===== src/rtl/gpioic_pkg.sv =====
package gpioic_pkg;

  typedef struct packed {
    logic clr_on_snap;
    logic act_high;
    logic open_drain;
    logic mirror;
  } irq_cfg_t;

  // Per-pin trigger condition: reference compare or change compare.
  function automatic logic pin_trig(input logic use_ref, input logic ref_bit,
                                    input logic now_bit, input logic prev_bit);
    return use_ref ? (now_bit != ref_bit) : (now_bit != prev_bit);
  endfunction

  // Level driven on an interrupt pin for a given request state.
  function automatic logic pin_level(input logic req, input logic act_hi);
    return req ? act_hi : ~act_hi;
  endfunction

endpackage


===== src/rtl/gpioic_sync.sv =====
module gpioic_sync #(
  parameter int WIDTH  = 16,
  parameter int STAGES = 2
) (
  input  logic             clk,
  input  logic             rst_n,
  input  logic [WIDTH-1:0] d_async,
  output logic [WIDTH-1:0] d_sync
);
  logic [WIDTH-1:0] stage_q [STAGES];

  always_ff @(posedge clk or negedge rst_n) begin
    if (!rst_n) begin
      for (int s = 0; s < STAGES; s++) stage_q[s] <= '0;
    end else begin
      stage_q[0] <= d_async;
      for (int s = 1; s < STAGES; s++) stage_q[s] <= stage_q[s-1];
    end
  end

  assign d_sync = stage_q[STAGES-1];
endmodule


===== src/rtl/gpioic_bank.sv =====
module gpioic_bank
  import gpioic_pkg::*;
#(
  parameter int PINS = 8
) (
  input  logic            clk,
  input  logic            rst_n,
  input  logic [PINS-1:0] pin_now,
  input  logic [PINS-1:0] watch_en,
  input  logic [PINS-1:0] dir_is_in,
  input  logic [PINS-1:0] ref_mode,
  input  logic [PINS-1:0] ref_val,
  input  logic            clr_stb,
  output logic [PINS-1:0] flag_q,
  output logic [PINS-1:0] snap_q,
  output logic            bank_req,
  output logic [PINS-1:0] hit_vec,
  output logic            fire_evt
);
  logic [PINS-1:0] prev_q;
  logic [PINS-1:0] trig_vec;
  logic            pending;

  function automatic logic [PINS-1:0] first_hit(input logic [PINS-1:0] v);
    logic [PINS-1:0] r;
    r = '0;
    for (int i = PINS - 1; i >= 0; i--) begin
      if (v[i]) begin
        r    = '0;
        r[i] = 1'b1;
      end
    end
    return r;
  endfunction

  for (genvar p = 0; p < PINS; p++) begin : g_pin
    assign trig_vec[p] = pin_trig(ref_mode[p], ref_val[p], pin_now[p], prev_q[p]);
  end

  assign hit_vec  = trig_vec & watch_en & dir_is_in;
  assign pending  = |flag_q;
  assign fire_evt = !pending && !clr_stb && (|hit_vec);
  assign bank_req = pending;

  always_ff @(posedge clk or negedge rst_n) begin
    if (!rst_n) begin
      prev_q <= '0;
      flag_q <= '0;
      snap_q <= '0;
    end else begin
      prev_q <= pin_now;
      if (clr_stb) begin
        flag_q <= '0;
      end else if (fire_evt) begin
        flag_q <= first_hit(hit_vec);
        snap_q <= pin_now;
      end
    end
  end

  assert_flag_onehot_R4: assert property (@(posedge clk) disable iff (!rst_n)
    $onehot0(flag_q));

  assert_flag_hold_R4: assert property (@(posedge clk) disable iff (!rst_n)
    (pending && !clr_stb) |=> (flag_q == $past(flag_q)));

  assert_snap_frozen_R5: assert property (@(posedge clk) disable iff (!rst_n)
    (pending && !clr_stb) |=> $stable(snap_q));

  assert_clear_R6: assert property (@(posedge clk) disable iff (!rst_n)
    clr_stb |=> (flag_q == '0));

  assert_fire_R2: assert property (@(posedge clk) disable iff (!rst_n)
    (!pending && !clr_stb && (hit_vec != '0)) |=> (flag_q != '0));

  assert_gate_R9: assert property (@(posedge clk) disable iff (!rst_n)
    ((flag_q != '0) && ($past(flag_q) == '0))
      |-> ((flag_q & ~$past(watch_en & dir_is_in)) == '0));
endmodule


===== src/rtl/gpioic_irq_drive.sv =====
module gpioic_irq_drive
  import gpioic_pkg::*;
#(
  parameter int NUM_BANKS = 2
) (
  input  logic [NUM_BANKS-1:0] bank_req,
  input  irq_cfg_t             cfg,
  output logic [NUM_BANKS-1:0] eff_req,
  output logic [NUM_BANKS-1:0] irq_pin,
  output logic [NUM_BANKS-1:0] irq_oe
);
  logic any_req;
  assign any_req = |bank_req;

  for (genvar b = 0; b < NUM_BANKS; b++) begin : g_drv
    assign eff_req[b] = cfg.mirror ? any_req : bank_req[b];
    assign irq_pin[b] = pin_level(eff_req[b], cfg.act_high);
    assign irq_oe[b]  = cfg.open_drain ? eff_req[b] : 1'b1;
  end
endmodule


===== src/rtl/gpioic_top.sv =====
module gpioic_top
  import gpioic_pkg::*;
#(
  parameter int PINS_PER_BANK = 8,
  parameter int NUM_BANKS     = 2,
  parameter int SYNC_STAGES   = 2
) (
  input  logic                               clk,
  input  logic                               rst_n,
  input  logic [NUM_BANKS*PINS_PER_BANK-1:0] pin_raw,
  input  logic [NUM_BANKS*PINS_PER_BANK-1:0] dir_is_in,
  input  logic [NUM_BANKS*PINS_PER_BANK-1:0] inv_mask,
  input  logic [NUM_BANKS*PINS_PER_BANK-1:0] watch_en,
  input  logic [NUM_BANKS*PINS_PER_BANK-1:0] ref_val,
  input  logic [NUM_BANKS*PINS_PER_BANK-1:0] ref_mode,
  input  logic                               clr_on_snap,
  input  logic                               act_high,
  input  logic                               open_drain,
  input  logic                               mirror_en,
  input  logic [NUM_BANKS-1:0]               rd_port_stb,
  input  logic [NUM_BANKS-1:0]               rd_snap_stb,
  output logic [NUM_BANKS*PINS_PER_BANK-1:0] port_val,
  output logic [NUM_BANKS*PINS_PER_BANK-1:0] flag_q,
  output logic [NUM_BANKS*PINS_PER_BANK-1:0] snap_q,
  output logic [NUM_BANKS-1:0]               irq_pin,
  output logic [NUM_BANKS-1:0]               irq_oe
);
  localparam int W = NUM_BANKS * PINS_PER_BANK;

  irq_cfg_t             cfg;
  logic [W-1:0]         pin_sync;
  logic [W-1:0]         pin_corr;
  logic [W-1:0]         hit_all;
  logic [NUM_BANKS-1:0] bank_req;
  logic [NUM_BANKS-1:0] bank_clr;
  logic [NUM_BANKS-1:0] bank_fire;
  logic [NUM_BANKS-1:0] eff_req;

  assign cfg.clr_on_snap = clr_on_snap;
  assign cfg.act_high    = act_high;
  assign cfg.open_drain  = open_drain;
  assign cfg.mirror      = mirror_en;

  gpioic_sync #(.WIDTH(W), .STAGES(SYNC_STAGES)) u_sync (
    .clk     (clk),
    .rst_n   (rst_n),
    .d_async (pin_raw),
    .d_sync  (pin_sync)
  );

  assign pin_corr = pin_sync ^ inv_mask;
  assign port_val = pin_corr;

  for (genvar b = 0; b < NUM_BANKS; b++) begin : g_bank
    localparam int LO = b * PINS_PER_BANK;
    assign bank_clr[b] = cfg.clr_on_snap ? rd_snap_stb[b] : rd_port_stb[b];

    gpioic_bank #(.PINS(PINS_PER_BANK)) u_bank (
      .clk       (clk),
      .rst_n     (rst_n),
      .pin_now   (pin_corr[LO +: PINS_PER_BANK]),
      .watch_en  (watch_en[LO +: PINS_PER_BANK]),
      .dir_is_in (dir_is_in[LO +: PINS_PER_BANK]),
      .ref_mode  (ref_mode[LO +: PINS_PER_BANK]),
      .ref_val   (ref_val[LO +: PINS_PER_BANK]),
      .clr_stb   (bank_clr[b]),
      .flag_q    (flag_q[LO +: PINS_PER_BANK]),
      .snap_q    (snap_q[LO +: PINS_PER_BANK]),
      .bank_req  (bank_req[b]),
      .hit_vec   (hit_all[LO +: PINS_PER_BANK]),
      .fire_evt  (bank_fire[b])
    );
  end

  gpioic_irq_drive #(.NUM_BANKS(NUM_BANKS)) u_drive (
    .bank_req (bank_req),
    .cfg      (cfg),
    .eff_req  (eff_req),
    .irq_pin  (irq_pin),
    .irq_oe   (irq_oe)
  );

  assert_idle_level_R11: assert property (@(posedge clk) disable iff (!rst_n)
    (flag_q == '0) |-> (irq_pin == {NUM_BANKS{~act_high}}));

  assert_od_release_R12: assert property (@(posedge clk) disable iff (!rst_n)
    (open_drain && flag_q == '0) |-> (irq_oe == '0));

  assert_mirror_R13: assert property (@(posedge clk) disable iff (!rst_n)
    (mirror_en && (flag_q != '0)) |-> (irq_pin == {NUM_BANKS{act_high}}));

  assert_fire_sets_R2: assert property (@(posedge clk) disable iff (!rst_n)
    (bank_fire != '0) |=> (flag_q != '0));
endmodule


===== config.mk =====
export PLATFORM = sky130hd
export DESIGN_NAME = gpioic_top
export DESIGN_NICKNAME = d
export VERILOG_FILES = /design/src/rtl/gpioic_pkg.sv /design/src/rtl/gpioic_sync.sv /design/src/rtl/gpioic_bank.sv /design/src/rtl/gpioic_irq_drive.sv /design/src/rtl/gpioic_top.sv
export SDC_FILE = /design/constraint.sdc
export NUM_CORES = 1
export LEC_CHECK = 0
export ABC_AREA = 1
export BUFFER_PORTS_ARGS = -buffer_cell sky130_fd_sc_hd__buf_4
export CORE_ASPECT_RATIO = 1.25
export CORE_MARGIN = 2
export CORE_UTILIZATION = 45
export CTS_CLUSTER_DIAMETER = 120
export DETAILED_ROUTE_END_ITERATION = 10
export PLACE_DENSITY_LB_ADDON = 0.2
export SYNTH_ARGS = -nofsm -noshare
export SYNTH_HDL_FRONTEND = slang
export SYNTH_HIERARCHICAL = 1
export SYNTH_SLANG_ARGS = --single-unit
export TNS_END_PERCENT = 1

===== constraint.sdc =====
create_clock -name clk -period 1.6 [get_ports clk]
set_input_delay 0.08 -clock clk [delete_from_list [all_inputs] [get_ports clk]]
set_output_delay 0.08 -clock clk [all_outputs]
set_load 0.005 [all_outputs]

* Word-level counts from Yosys, hierarchy flattened
Cells that the tools add are included.
** Operators by class
- Mux-type cells :: 44
- Reductions and logical operators :: 17
- Equal/unequal tests :: 32
- Bitwise logic cells :: 8
** Operators by type and width (number)
- two-way mux 8 bit :: 20
- AND 8 bit :: 4
- != test 1 bit :: 32
- OR reduction 8 bit :: 4
- two-way mux 1 bit :: 24
- OR reduction 16 bit :: 1
- bitwise XOR 16 bit :: 1
- logical AND 1 bit :: 4
- logical NOT 1 bit :: 4
- AND reduction 2 bit :: 2
- nonzero test 2 bit :: 2
- inverter 1 bit :: 3
** Word-level totals
- Logic and storage cells :: 109
- Bits of input ports :: 106
- Register bits after elaboration :: 80

* Longest topological paths before layout
Gate-level depths: netlist of run 1.
- Word-level depth :: 15
- Gate-level depth with buffers :: 14
- Depth with buffers taken out :: 13

* Hierarchy
The synthesis of run 1 kept the hierarchy.
** Modules (own cells, without submodules)
- gpioic_bank :: cells each 191, area an instance 1476.4 µm², instances 2
- gpioic_sync :: cells each 48, area an instance 920.9 µm², instances 1
- gpioic_top :: cells each 87, area an instance 326.6 µm², instances 1
- gpioic_irq_drive :: cells each 15, area an instance 66.3 µm², instances 1

* Least setup slack after synthesis of run 1
Ideal clock, no wire load.
- Kind :: register to register
- From :: register u_sync.stage_q, in the netlist u_sync/d_sync[3]
- To :: register g_bank[0].u_bank.snap_q[4]
- Slack :: -12 ps
- Arrival :: 1495 ps
- Clock period less this slack :: 1612 ps
- Required time :: 1483 ps
- Stages on the path, launching flop included :: 15
- Setup time :: 117 ps
- Cells stage by stage :: dfrtp_1 buf_4 inv_1 nand2_1 nand2_1 inv_1 nand3_1 nand3b_1 nand2_2 nor2_8 nand2_4 nand2_8 buf_8 nand2_2 o21ai_2
** Between the ends
- Longest elaborated chain between the ends :: 8
** Ends and longest elaborated chain
- from (decl) :: line gpioic_sync.sv:10 : logic [WIDTH-1:0] stage_q [STAGES];
- bitwise XOR 16 bit (*) :: line gpioic_top.sv:51 : assign pin_corr = pin_sync ^ inv_mask;
- net port_val[3] :: line gpioic_top.sv:22 : output logic [NUM_BANKS*PINS_PER_BANK-1:0] port_val,
- != test 1 bit :: line gpioic_pkg.sv:13 : return use_ref ? (now_bit != ref_bit) : (now_bit != prev_bit);
- two-way mux 1 bit (*) :: line gpioic_pkg.sv:13
- AND 8 bit (*) (2 in a row) :: line gpioic_bank.sv:40 : assign hit_vec = trig_vec & watch_en & dir_is_in;
- OR reduction 8 bit (*) :: line gpioic_bank.sv:42 : assign fire_evt = !pending && !clr_stb && (|hit_vec);
- logical AND 1 bit (*) :: line gpioic_bank.sv:42
- AND reduction 2 bit (no line) (*)
- to (signal assigned) :: line gpioic_bank.sv:56 : snap_q <= pin_now;
- to (decl) :: line gpioic_bank.sv:15 : output logic [PINS-1:0] snap_q,
Mark *: on every way through the listed nets, which the timed path passes. The rest lies on a longest branch.
A chain may end at the register's enable or synchronous reset.

* Final worst setup path of run 1
- From :: register g_bank[0].u_bank.flag_q[6]
- To :: output irq_pin[1]
** Between the ends
- Longest elaborated chain between the ends :: 3
** Ends and longest elaborated chain
- from (decl) :: line gpioic_bank.sv:14 : output logic [PINS-1:0] flag_q,
- from (signal assigned) :: line gpioic_bank.sv:55 : flag_q <= first_hit(hit_vec);
- OR reduction 16 bit :: line gpioic_irq_drive.sv:13 : assign any_req = |bank_req;
- two-way mux 1 bit :: line gpioic_irq_drive.sv:16 : assign eff_req[b] = cfg.mirror ? any_req : bank_req[b];
- net eff_req[1] :: line gpioic_top.sv:37 : logic [NUM_BANKS-1:0] eff_req;
- two-way mux 1 bit :: line gpioic_pkg.sv:18 : return req ? act_hi : ~act_hi;
- to (decl) :: line gpioic_top.sv:25 : output logic [NUM_BANKS-1:0] irq_pin,
The timed path passes the listed nets, and every way through them passes these cells.

==> impl_metrics.toml, run 1 <==
[clock_network]
clkSlewWorstSetupHoldPaths_ps = 60
htree_levels = 3
cts.path.max_buffers = 2
cts_sinks = 80
insertion_delay_ps = 330
numCtsBuffers = 9
cts_tree = "done"
cts_root_buf = "clkbuf_16"

[sta]
fmax_mhz = 618
worst_pin_slew_ps = 474
fin_ws_ps = -19.4
rsz0062_at_grt = "true"
finalSetupViolations = 3
max_slew_margin = 0.683
fin_setup_tns_ps = -34.0
fin_skew_ps = 5.81
whs_ps = 13.1
min_period_over_period = 1.01
hold_violations = 0
min_period_ps = 1620
slew_viol_final = 0

[routing]
antenna_left = 0
routed_wl_um = 10100
first_pass_iters = 4
via_per_inst = 4.51
initialDrtViolationCount = 145
vias = 3922
routedWlPerCell_um = 11.6
drcViolationCount = 0

[critical_path]
critPathArrivalTime_ps = 1540
slowest_stage = "dfrtp_1"
worstReg2RegEnd = "g_bank[0].u_bank/flag_q[5]$_DFFE_PN0P_"
crit_type = "flip-flop to output port"
cpLargestDelayFamily = "simple AND/OR/NAND/NOR gates"
slowest_delay_ps = 410
reg2reg_from = "u_sync/d_sync[1]$_DFF_PN0_"
cp.buffers_inverters = 1
rr_worst_depth = 13
cp_max_fo = 3
r2r_setup_slack_ps = 0
path_cells = "nor2_2, nand4_1, nand2_2, nand2_2, nand2_1, nand2_1, buf_4"
worstSetupStartpointType = "flip-flop"
cp.required_ps = 1520
end_kind = "output port"

[final_layout]
fin_util = 0.696
drive_above_1_share = 0.429
final_cell_area_sq_um = 6380
finalNonFillerCells = 869
layout.nets = 847
antennaDiodeCount = 0
area_growth_pct = 50.4

[hold_path]
min_path_cells = 3
hp-start = "inv_mask[10]"
hold-path-endpoint = "g_bank[1].u_bank/prev_q[2]$_DFF_PN0_"
hp-class = "input pin to flip-flop"

[grt]
top_usage_layer = "met2"
grt_pass1_vias = 3806
grt_use_met3 = 0.0383
track_usage = 0.203
grt_start_max_net_pins = 31
met2_usage = 0.366
grtUsageMet1 = 0.233
grt_pass1_wl_um = 16600
overflow = 0
antenna_found_initial = 0

[placement]
place_congestion = 0.886
post_dp_cell_area_sq_um = 5680
place_inst = 820
dp.final_hpwl_um = 7580
post-place-ws_ps = -57.0
numPortBuffers = 157

[die]
initial_core_util = 0.463
die_x_um = 90.9
pin_count = 158
std_cell_rows = 39
coreArea_sq_um = 9170
die_h_um = 113
dieArea_sq_um = 10200

[status]
status = "finished with violations"
violations = "negative setup slack"

[logic_synthesis]
syn_nets = 632
ys.warnings.count = 6
synth_area_per_cell_sq_um = 8.07
synth_area_sq_um = 4240
synthCells = 526

[power_and_ir_drop]
p_leak_nw = 3.73
total_power_mw = 6.81
irDropWorstVdd_mv = 0.850
p_per_area_nw_per_um2 = 1070

[job]
drv_cap = 0
power by group:
part	total (mW)	internal, mW	switching, mW
clock	2.06	1.30	0.767
sequential	2.52	2.32	0.197
combinational	2.23	1.18	1.05
routing by layer:
layer / share of wire / up-vias
li1: - / 1993
met1: 0.38 / 1793
met2: 0.53 / 118
met3: 0.059 / 18
met4: 0.023 / 0
met5: 0 / -
tightest hold or removal path: cells and delay by family:
kind          cells  cell delay (ps)
buf+inv           1               80
simple gates      2              140
flip-flops by register name, summed over array words and instances, names as in the netlist:
name and flops:
g_bank.u_bank/flag_q 16, g_bank.u_bank/prev_q 16, g_bank.u_bank/snap_q 16, u_sync/d_sync 16, u_sync/stage_q 16
how the worst max path moves through the flow:
| stage | from | to | slack [ps] | cells after the start |
|---|---|---|---|---|
| finish | g_bank[0].u_bank/flag_q[6]$_DFFE_PN0P_ | irq_pin[1] | -20 | 7 |
| detailed placement | u_sync/d_sync[4]$_DFF_PN0_ | g_bank[0].u_bank/flag_q[7]$_DFFE_PN0P_ | -60 | 12 |
| CTS | u_sync/d_sync[4]$_DFF_PN0_ | g_bank[0].u_bank/flag_q[7]$_DFFE_PN0P_ | -1 | 12 |
| global placement | u_sync/d_sync[6]$_DFF_PN0_ | g_bank[0].u_bank/flag_q[7]$_DFFE_PN0P_ | -20 | 12 |
| global route | g_bank[0].u_bank/flag_q[6]$_DFFE_PN0P_ | irq_pin[1] | -150 | 7 |
| floorplan | u_sync/d_sync[2]$_DFF_PN0_ | g_bank[0].u_bank/snap_q[4]$_DFFE_PN0P_ | 10 | 14 |
final cells by class:
cell class | instances | area (sq um)
timing repair buffer | 224 | 1770
tap | 123 | 154
clock buffer | 14 | 264
sequential | 80 | 2000
multi-input combinational | 312 | 1720
inverter | 114 | 428
clock inverter | 2 | 37.5
fill | 745 | 2790
cells in the final DEF, fill, tap and decap left out:
cell type,n
buf_12,4
buf_4,203
bufinv_16,1
clkbuf_1,3
clkbuf_16,9
clkbuf_8,2
clkinvlp_4,1
dfrtp_1,80
dlygate4sd3_1,17
inv_1,101
inv_2,13
nand2_1,166
nand2_2,24
nand2_4,8
nand2_8,2
nand3_1,31
nand3_2,30
nand3_4,1
nand3b_1,2
nand4_1,10
nor2_1,12
nor2_2,5
nor2_4,1
nor2_8,2
nor3_1,2
o21ai_1,2
o21ai_2,14
repair_timing:
action / CTS / global route
pin swaps: 2 / 19
hold buffers: 17 / 0
buffers inserted: 5 / 9
resized for setup: 6 / 28
cloned: 1 / 1
setup endpoints to repair: 18 / 36
hold endpoints to repair: 44 / 0
Note: power is estimated with default switching activity, not from simulation.
==> run 2, diff against run 1 <==
- ABC_AREA: 1 -> default
- CORE_UTILIZATION: 45 -> 42
==> impl_metrics.toml, run 2 <==
[critical_path]
rr_worst_depth = 7
end_kind = "flip-flop"
critPathArrivalTime_ps = 2360
reg2reg_from = "u_sync/d_sync[9]$_DFF_PN0_"
r2r_setup_slack_ps = -510
worstSetupStartpointType = "flip-flop"
worstReg2RegEnd = "g_bank[1].u_bank/snap_q[2]$_DFFE_PN0P_"
cp.required_ps = 1850
cp_max_fo = 4
crit_type = "flip-flop to flip-flop"

[clock_network]
numCtsBuffers = 9
insertion_delay_ps = 360
cts_tree = "done"
clkSlewWorstSetupHoldPaths_ps = 80
cts_sinks = 80
htree_levels = 3
cts.path.max_buffers = 2
cts_root_buf = "clkbuf_8"

[power_and_ir_drop]
clockPowerShare = 0.250
power.combinational.fraction = 0.361
p_per_area_nw_per_um2 = 1130
power.switching_mw = 1.80
sequentialPowerShare = 0.388
p_int_mw = 4.70
p_leak_nw = 2.79
irDropWorstVdd_mv = 0.765
p_sw_frac = 0.276

[routing]
initialDrtViolationCount = 103
routedWlPerCell_um = 14.7
first_pass_iters = 4
drcViolationCount = 0
vias = 2922
antenna_left = 0
routed_wl_um = 8740
via_per_inst = 4.91

[placement]
dp.final_hpwl_um = 6650
numPortBuffers = 157
place_inst = 559
place_congestion = 0.823

[grt]
track_usage = 0.208
grt_pass1_vias = 3190
grt_pass1_wl_um = 14500
grt_start_max_net_pins = 39
antenna_found_initial = 0
overflow = 0

[sta]
fin_setup_tns_ps = -9340
fin_ws_ps = -513
fmax_mhz = 473
min_period_over_period = 1.32
min_period_ps = 2110
hold_violations = 0
worst_pin_slew_ps = 417
slew_viol_final = 0
fin_skew_ps = 10.1
max_slew_margin = 0.720
finalSetupViolations = 30
rsz0062_at_grt = "true"

[die]
pin_count = 158
dieArea_sq_um = 8860
coreArea_sq_um = 7840
initial_core_util = 0.435
die_h_um = 105
die_x_um = 84.6
std_cell_rows = 36

[logic_synthesis]
synth_area_per_cell_sq_um = 13.0
synthCells = 262
synth_area_sq_um = 3410
syn_nets = 368
ys.warnings.count = 6

[final_layout]
area_growth_pct = 68.1
antennaDiodeCount = 0
nFillCells = 574
finalNonFillerCells = 595
drive_above_1_share = 0.594
final_common_cell = "buf_4"
layout.nets = 601
mostFrequentLayoutCells = "buf_4, dfrtp_1, mux2i_1, nor2_1, dlygate4sd3_1"

[status]
violations = "negative setup slack"
status = "finished with violations"

[hold_path]
hp-start = "inv_mask[15]"
min_path_cells = 3
hp-class = "input pin to flip-flop"
hold-path-endpoint = "g_bank[1].u_bank/prev_q[7]$_DFF_PN0_"

[job]
drv_cap = 0
[run 2: worst max-delay path, cell delays in order, from the launching register on]
cell and delay, ps:
dfrtp_1 390, xor2_2 160, nand3b_1 180, mux2i_2 280
nor2_2 100, a311oi_4 380, buf_4 200, mux2_2 320
[run 2: cell type report]
cell class                      instances  area (sq um)  share of cell area
Multi-Input combinational cell        162          1500               0.262
Sequential cell                        80          2000               0.349
Inverter                                2          7.51             0.00131
Clock buffer                           10           138              0.0240
Clock inverter                          6          82.6              0.0144
Timing Repair Buffer                  240          1880               0.328
Tap cell                               95           119              0.0207
[run 2: worst max-delay path by stage]
stage,from,to,slack [ps]
after global routing,u_sync/d_sync[9]$_DFF_PN0_,g_bank[1].u_bank/snap_q[2]$_DFFE_PN0P_,-560
after detailed placement,u_sync/d_sync[8]$_DFF_PN0_,g_bank[1].u_bank/snap_q[3]$_DFFE_PN0P_,-500
after floorplan,u_sync/d_sync[3]$_DFF_PN0_,g_bank[0].u_bank/snap_q[0]$_DFFE_PN0P_,-490
final,u_sync/d_sync[9]$_DFF_PN0_,g_bank[1].u_bank/snap_q[2]$_DFFE_PN0P_,-510
after CTS,u_sync/d_sync[15]$_DFF_PN0_,g_bank[1].u_bank/snap_q[2]$_DFFE_PN0P_,-440
after global placement,u_sync/d_sync[8]$_DFF_PN0_,g_bank[1].u_bank/snap_q[3]$_DFFE_PN0P_,-460
[run 2: power by group through the flow]
| stage | clock (mW) | combinational, mW | sequential, mW |
|---|---|---|---|
| finish | 1.63 | 2.35 | 2.53 |
| global route | 1.74 | 2.54 | 2.56 |
| CTS | 1.68 | 2.32 | 2.53 |
| detailed placement | 0 | 2.11 | 2.55 |
| global placement | 0 | 2.05 | 2.56 |
| floorplan | 0 | 0.825 | 2.55 |
[run 2: metal layers]
metal | track usage | part of all wire | vias up
li1 | - | - | 1369
met1 | 0.251 | 0.40 | 1415
met2 | 0.338 | 0.50 | 115
met3 | 0.0600 | 0.072 | 23
met4 | 0.102 | 0.027 | 0
met5 | 0 | 0 | -
[run 2: metrics by stage]
step / power [mW] / hold WS, ps / util / setup WS (ps) / area [sq um]
after floorplan: 3.37 / -216 / - / -485 / 3470
after global placement: 4.61 / -11.3 / 0.653 / -458 / 5120
after detailed placement: 4.66 / -6.01 / 0.653 / -504 / 5120
after CTS: 6.52 / 36.3 / 0.726 / -438 / 5690
after global routing: 6.84 / 42.4 / 0.731 / -565 / 5730
final: 6.50 / 58.3 / 0.731 / -513 / 5730
[run 2: repair_timing]
action | in CTS | in global routing
setup buffers | 1 | 0
gates resized for setup | 30 | 10
setup endpoints to repair | 30 | 33
pin swaps | 2 | 5
hold buffers | 19 | 0
hold endpoints to repair | 98 | 0
gates cloned | 0 | 0
==> run 3, diff against run 2 <==
- SLEW_MARGIN: default -> 25
- clock period: 1.6 -> 1.75 ns (I/O delays scaled with it)
==> impl_metrics.toml, run 3 (same netlist as run 2, synthesis figures left out) <==
[critical_path]
end_kind = "flip-flop"
r2r_setup_slack_ps = -340
worstReg2RegEnd = "g_bank[1].u_bank/snap_q[7]$_DFFE_PN0P_"
critPathArrivalTime_ps = 2320
reg2reg_from = "u_sync/d_sync[9]$_DFF_PN0_"
crit_type = "flip-flop to flip-flop"
cp-endpoint = "g_bank[1].u_bank/snap_q[7]$_DFFE_PN0P_"
rr_worst_depth = 7
worstSetupStartpointType = "flip-flop"
cp.required_ps = 1990
cp_max_fo = 4
startpoint = "u_sync/d_sync[9]$_DFF_PN0_"

[status]
violations = "negative setup slack"
status = "finished with violations"

[grt]
track_usage = 0.210
antenna_found_initial = 0
overflow = 0
grt_pass1_wl_um = 14700
grt_start_max_net_pins = 37
grt_pass1_vias = 3127

[routing]
initialDrtViolationCount = 113
drcViolationCount = 0
routed_wl_um = 9180
routedWlPerCell_um = 15.4
via_per_inst = 4.85
first_pass_iters = 4
vias = 2880
antenna_left = 0

[job]
drv_cap = 0

[placement]
place_inst = 555
place_congestion = 0.761
dp.final_hpwl_um = 6720
post-place-ws_ps = -372
numPortBuffers = 157
post_dp_cell_area_sq_um = 5090

[final_layout]
drive_above_1_share = 0.585
area_growth_pct = 68.5
register_area_sq_um = 2000
antennaDiodeCount = 0
final_common_cell = "buf_4"
nFillCells = 581
fin_util = 0.733
layout.nets = 601
finalNonFillerCells = 594
mostFrequentLayoutCells = "buf_4, dfrtp_1, mux2i_1, nor2_1, dlygate4sd3_1"
final_cell_area_sq_um = 5750
multi_input_area_sq_um = 1520

[sta]
fmax_mhz = 480
fin_ws_ps = -335
max_slew_margin = 0.684
worst_pin_slew_ps = 475
whs_ps = 69.9
min_period_ps = 2090
finalSetupViolations = 22
fin_skew_ps = 11.6
slew_viol_final = 0
min_period_over_period = 1.19
hold_violations = 0
fin_setup_tns_ps = -5570
rsz0062_at_grt = "true"

[power_and_ir_drop]
total_power_mw = 6.03
p_per_area_nw_per_um2 = 1050
p_leak_nw = 2.81
irDropWorstVdd_mv = 0.715

[clock_network]
cts_root_buf = "clkbuf_8"
numCtsBuffers = 9
insertion_delay_ps = 350
htree_levels = 3
cts_sinks = 80
cts_tree = "done"
clkSlewWorstSetupHoldPaths_ps = 80
cts.path.max_buffers = 2

[die]
dieArea_sq_um = 8860
die_h_um = 105
std_cell_rows = 36
initial_core_util = 0.435
pin_count = 158
coreArea_sq_um = 7840
die_x_um = 84.6

[hold_path]
hp-class = "input pin to flip-flop"
run 3: where the power goes:
part	switching [mW]	internal, mW	leakage, nW	total, mW
sequential	0.183	2.15	0.968	2.33
combinational	0.854	1.33	1.73	2.19
clock	0.635	0.873	0.112	1.51
run 3: per-layer routing:
metal  share of wire  global-route usage  vias to the layer above
li1                -                   -                     1367
met4           0.021              0.0896                        0
met3           0.060              0.0466                       13
met5               0                   0                        -
met2            0.53               0.368                       93
met1            0.39               0.245                     1407
run 3: worst min-delay path by stage:
| stage | slack [ps] | endpoint | cells after the start | startpoint |
|---|---|---|---|---|
| after floorplan | -210 | g_bank[0].u_bank/flag_q[0]$_DFFE_PN0P_ | 0 | rst_n |
| final | 70 | g_bank[1].u_bank/prev_q[5]$_DFF_PN0_ | 3 | inv_mask[13] |
| after global placement | 70 | u_sync/stage_q[22]$_DFF_PN0_ | 1 | rst_n |
| after global routing | 70 | g_bank[1].u_bank/prev_q[5]$_DFF_PN0_ | 3 | inv_mask[13] |
| after CTS | 40 | g_bank[1].u_bank/prev_q[5]$_DFF_PN0_ | 3 | inv_mask[13] |
| after detailed placement | 70 | u_sync/d_sync[0]$_DFF_PN0_ | 1 | rst_n |
run 3: worst max-delay path, stage by stage, from the launching register on:
cell and delay, ps:
dfrtp_1 390, xor2_2 170, nand3b_1 180, mux2i_2 250, nor2_2 110, a311oi_4 380, buf_4 200, mux2_4 300
run 3: cell type report:
| cell class | instances | area share |
|---|---|---|
| Clock inverter | 3 | 0.0113 |
| Multi-Input combinational cell | 162 | 0.265 |
| Timing Repair Buffer | 240 | 0.327 |
| Tap cell | 95 | 0.0207 |
| Sequential cell | 80 | 0.348 |
| Clock buffer | 12 | 0.0270 |
| Inverter | 2 | 0.00131 |
run 3: what timing repair did:
item | CTS | global route
setup endpoints to repair | 25 | 30
hold buffers | 19 | 0
gates resized for setup | 28 | 11
endpoints found under the hold margin | 51 | 0
setup buffers | 2 | 3
pin swaps | 8 | 4
